[src/rtl/mem_coalescer.sv]
module mem_coalescer #(
  parameter int LANES     = 8,
  parameter int AW        = 32,
  parameter int SEG_BYTES = 64,
  localparam int CW       = $clog2(LANES + 1)
) (
  input  logic                  clk,
  input  logic                  rst_n,
  input  logic                  in_valid,
  output logic                  in_ready,
  input  logic [LANES-1:0]      in_active,
  input  logic [LANES*AW-1:0]   in_addr,
  output logic                  txn_valid,
  input  logic                  txn_ready,
  output logic [AW-1:0]         txn_addr,
  output logic [LANES-1:0]      txn_mask,
  output logic                  grp_done,
  output logic [CW-1:0]         grp_txns
);
  localparam int OFF = $clog2(SEG_BYTES);
  localparam int LIW = $clog2(LANES);

  typedef enum logic [1:0] {S_IDLE, S_RUN, S_FIN} state_t;

  state_t                 state_q;
  logic [AW-1:0]          addr_q [LANES];
  logic [LANES-1:0]       pend_q;
  logic [LANES-1:0]       act_q;
  logic [CW-1:0]          cnt_q;
  logic [LIW-1:0]         lead;
  logic [AW-OFF-1:0]      lead_seg;
  logic [LANES-1:0]       hit;
  logic                   accept, fire;

  assign in_ready  = (state_q == S_IDLE);
  assign txn_valid = (state_q == S_RUN);
  assign grp_done  = (state_q == S_FIN);
  assign grp_txns  = cnt_q;
  assign accept    = in_valid && in_ready;
  assign fire      = txn_valid && txn_ready;

  always_comb begin
    lead = '0;
    for (int i = LANES - 1; i >= 0; i--)
      if (pend_q[i]) lead = LIW'(i);
  end

  assign lead_seg = addr_q[lead][AW-1:OFF];

  for (genvar g = 0; g < LANES; g++) begin : g_hit
    assign hit[g] = pend_q[g] && (addr_q[g][AW-1:OFF] == lead_seg);
  end

  assign txn_mask = hit;
  assign txn_addr = {lead_seg, {OFF{1'b0}}};

  always_ff @(posedge clk) begin
    if (!rst_n) begin
      state_q <= S_IDLE;
      pend_q  <= '0;
      act_q   <= '0;
      cnt_q   <= '0;
    end else begin
      case (state_q)
        S_IDLE: if (accept) begin
          pend_q  <= in_active;
          act_q   <= in_active;
          cnt_q   <= '0;
          state_q <= (in_active == '0) ? S_FIN : S_RUN;
        end
        S_RUN: if (fire) begin
          pend_q <= pend_q & ~hit;
          cnt_q  <= cnt_q + 1'b1;
          if ((pend_q & ~hit) == '0) state_q <= S_FIN;
        end
        default: state_q <= S_IDLE;
      endcase
    end
  end

  for (genvar g = 0; g < LANES; g++) begin : g_addr
    always_ff @(posedge clk)
      if (accept) addr_q[g] <= in_addr[g*AW +: AW];
  end


  stall_hold_chk: assert property (@(posedge clk) disable iff (!rst_n)
    txn_valid && !txn_ready |=> txn_valid && $stable(txn_addr) && $stable(txn_mask));


  mask_nonempty_chk: assert property (@(posedge clk) disable iff (!rst_n)
    txn_valid |-> $countones(txn_mask) >= 1);


  inactive_lane_chk: assert property (@(posedge clk) disable iff (!rst_n)
    txn_valid |-> (txn_mask & ~act_q) == '0);


  served_once_chk: assert property (@(posedge clk) disable iff (!rst_n)
    fire |=> (pend_q & $past(txn_mask)) == '0);


  done_pulse_chk: assert property (@(posedge clk) disable iff (!rst_n)
    grp_done |=> !grp_done);


  ready_after_done_chk: assert property (@(posedge clk) disable iff (!rst_n)
    grp_done |=> in_ready);


  busy_no_ready_chk: assert property (@(posedge clk) disable iff (!rst_n)
    txn_valid |-> !in_ready);


  count_bound_chk: assert property (@(posedge clk) disable iff (!rst_n)
    grp_done |-> grp_txns <= CW'(LANES));
endmodule

[config.mk]
export PLATFORM = sky130hd
export DESIGN_NAME = mem_coalescer
export DESIGN_NICKNAME = d
export VERILOG_FILES = /design/src/rtl/mem_coalescer.sv
export SDC_FILE = /design/constraint.sdc
export NUM_CORES = 1
export LEC_CHECK = 0
export ABC_AREA = 1
export ABC_CLOCK_PERIOD_IN_PS = 5000
export BUFFER_PORTS_ARGS = -buffer_cell sky130_fd_sc_hd__buf_2
export CAP_MARGIN = 15
export CORE_MARGIN = 8
export CORE_UTILIZATION = 50
export CTS_BUF_LIST = sky130_fd_sc_hd__clkbuf_2
export DETAILED_ROUTE_END_ITERATION = 6
export GPL_TIMING_DRIVEN = 0
export PLACE_DENSITY = 0.87
export REMOVE_ABC_BUFFERS = 1
export SYNTH_ARGS = -nofsm -noshare
export SYNTH_HDL_FRONTEND = slang
export SYNTH_SLANG_ARGS = --single-unit
[constraint.sdc]
create_clock -name clk -period 5 [get_ports clk]
set_input_delay 0.25 -clock clk [delete_from_list [all_inputs] [get_ports clk]]
set_output_delay 0.25 -clock clk [all_outputs]
set_load 0.05 [all_outputs]
==> reports/metrics.csv <==
stage,metric,value,unit
status,status,finished clean,
clock_tree,clk_lat worst skew,950,ps
sta,fin crit share,92.8,%
sta,Final Slew Violations,0,
floorplanning,Top-Level Pins,315,
layout,share of post-route cells with drive strength above 1,22.0,%
sta,setup violators final,0,
routing,Residual DRC,0,
critical_path,Worst EP required,4750,ps
global_routing,vias in the first global route,13364,
sta,final worst slack,358,ps
sta,Tmin final,4640,ps
clock_tree,Num CTS Buffers,59,
placed_design,dpl hpwl,28.6,mm
routing,drt total wl,50.7,mm
global_routing,largest net degree at the start of global routing,119,
flow_run,Max Cap Viol,0,
floorplanning,die extent in x,176,µm
clock_tree,"CTS clk-pin slew, worst paths",160,ps
critical_path,crit path capture type,primary output,
synthesis,"EDFF count, synth",208,
routing,ANT nets after route,0,
clock_tree,maximum buffer depth of the clock tree,3,
sta,relative slew slack,27.1,%
clock_tree,CTS tree,built,
critical_path,critical path launch point,pend_q[5]$_SDFFE_PN0P_,
placed_design,Placed Area,14300,µm²
floorplanning,row count,58,
synthesis,main flop type after synthesis,edfxtp_1,
layout,Post-Layout Cell Count,2397,
synthesis,share of the synthesized area in the top cell type,48.8,%
synthesis,synth top area cells,"edfxtp_1 49%, nand2_1 13%, nand3_1 13%, nand3_2 3.7%, inv_1 3.6%",
placed_design,routability congestion estimate,0.901,
floorplanning,core region area,25200,µm²
synthesis,Yosys warning count,0,
global_routing,total global routing overflow,0,
sta,Final Hold Fails,0,
synthesis,Syn Area/Cell,8.58,µm²
sta,slew at the pin closest to its max-slew limit,1090,ps
synthesis,dominant cell by count in the synthesized netlist,nand2_1,
layout,fin nets,2287,
global_routing,initial antenna violation count,3,
routing,Via density,5.69,
critical_path,FF-to-FF Start,pend_q[5]$_SDFFE_PN0P_,
critical_path,crit path DAT,4390,ps
floorplanning,die area,31000,µm²
global_routing,Total GRT Usage,30.7,%
routing,Iteration-0 DRC Markers,1791,
placed_design,Placement Setup Slack,-139,ps
sta,Final Skew,135,ps
critical_path,Worst Setup Start Kind,register,
sta,RSZ-0062 raised after global routing,no,
clock_tree,Root Buffer,clkbuf_2,
sta,f_max,215,MHz
placed_design,port bufs,260,
clock_tree,Max H-tree Level,2,
critical_path,kind of critical path,register to primary output,
routing,DR vias,13635,
synthesis,Post-Synthesis Cells,1491,
synthesis,"Seq/Total Area, Yosys",51.0,%
worst_hold_path,beginning of the worst hold path,in_addr[57],
placed_design,placed cells,2034,
synthesis,Commonest cells post-synth,"454 x nand2_1, 321 x nand3_1, 208 x edfxtp_1, 122 x inv_1, 98 x nor2_1",
clock_tree,number of clock sinks,222,
critical_path,"critical path fanouts, max",8,
synthesis,count of state elements after synthesis,222,
floorplanning,initial core utilization,50.8,%
routing,wire per inst,21.2,µm
synthesis,"Async S/R FF share, synth",0,%
synthesis,Netlist cell types,33,
worst_hold_path,Worst Hold Class,input port to register,
floorplanning,DIE HEIGHT,176,µm
layout,finished layout cell area,17500,µm²
synthesis,Post-Syn Area,12800,µm²
global_routing,first-pass GRT wire length,74.5,mm
synthesis,leading area contributor after synthesis,edfxtp_1,
layout,Area growth syn-to-layout,36.5,%
routing,TritonRoute pass-1 iters,6,
==> final timing paths <==
| kind | cells after the start | slack (ps) | to |
|---|---|---|---|
| setup / recovery | 17 | 360 | txn_mask[4] |
| hold / removal | 2 | 40 | addr_q[1][25]$_DFFE_PP_ |
| setup reg to reg | 24 | 650 | state_q[0]$_SDFFE_PN0P_ |
| hold reg to reg | 2 | 490 | pend_q[6]$_SDFFE_PN0P_ |
==> critical path: stages (launching register included) <==
cell	delay [ps]
dfxtp_1	390
inv_1	90
nand2_1	80
nand2_1	50
nand2_1	70
nand2_2	170
a21oi_1	890
nand2_1	110
nand3_1	130
nand3_2	210
nand2_4	190
nand2_1	70
a21oi_1	260
nand3_1	160
nor2_1	180
nand2_1	120
nor2_1	130
buf_2	280
==> layer usage <==
| layer | global-route usage, % | routed length [µm] | vias up |
|---|---|---|---|
| met1 | 36.1 | 17700 | 6162 |
| met5 | 0 | 0 | - |
| met2 | 51.7 | 24400 | 1122 |
| met4 | 16.5 | 2950 | 0 |
| li1 | - | - | 6096 |
| met3 | 7.01 | 5720 | 255 |
==> kinds of logic after synthesis <==
group | synth area share (%)
simple gates | 37.6
other cells | 0.0293
buf+inv | 6.45
fa+ha+maj | 0.0977
xor+xnor | 3.28
flops | 51.0
compound gates | 1.55
==> placed cells by master, fill, tap and decap left out, drive strengths merged, types with 14 or more instances in the layout <==
cell type / count
nor2: 98
edfxtp: 208
a21oi: 26
nand2: 487
dlygate4sd3: 247
dfxtp: 14
xor2: 27
nand3: 371
nand3b: 37
inv: 129
xnor2: 21
buf: 267
clkbuf: 87
clkinv: 19
==> flip-flops by register name, indices dropped and copies added, names as in the netlist <==
register  count
addr_q      208
pend_q        8
state_q       2
grp_txns      4
==> through the flow <==
stage	TNS [ps]	hold WS [ps]	util (%)
after global routing	0	-13.1	69.4
after CTS	0	2.77	68.2
final	0	37.7	69.4
after floorplan	-183350	349	-
after detailed placement	-139	428	56.8
after global placement	-389820	427	56.4
==> area by class of cell <==
class	count	area, µm²
diodes	3	7.51
clock buffers	87	435
clock inverters	20	136
fillers	1797	7710
inverters	130	505
multi-input cells	1091	5540
flip-flops and latches	222	6530
well taps	330	413
repair buffers	514	3910
==> timing repair <==
item                                    4_1_cts  5_1_grt
endpoints found under the setup margin        8        8
buffers inserted                              0        3
gates resized for setup                       5        3
hold buffers                                225       22
pin swaps                                     1        2
hold endpoints to repair                    222       22
cloned                                        1        2
Power is not shown: default switching activity piles up to over one toggle a cycle in this logic, so the estimate is an artifact.
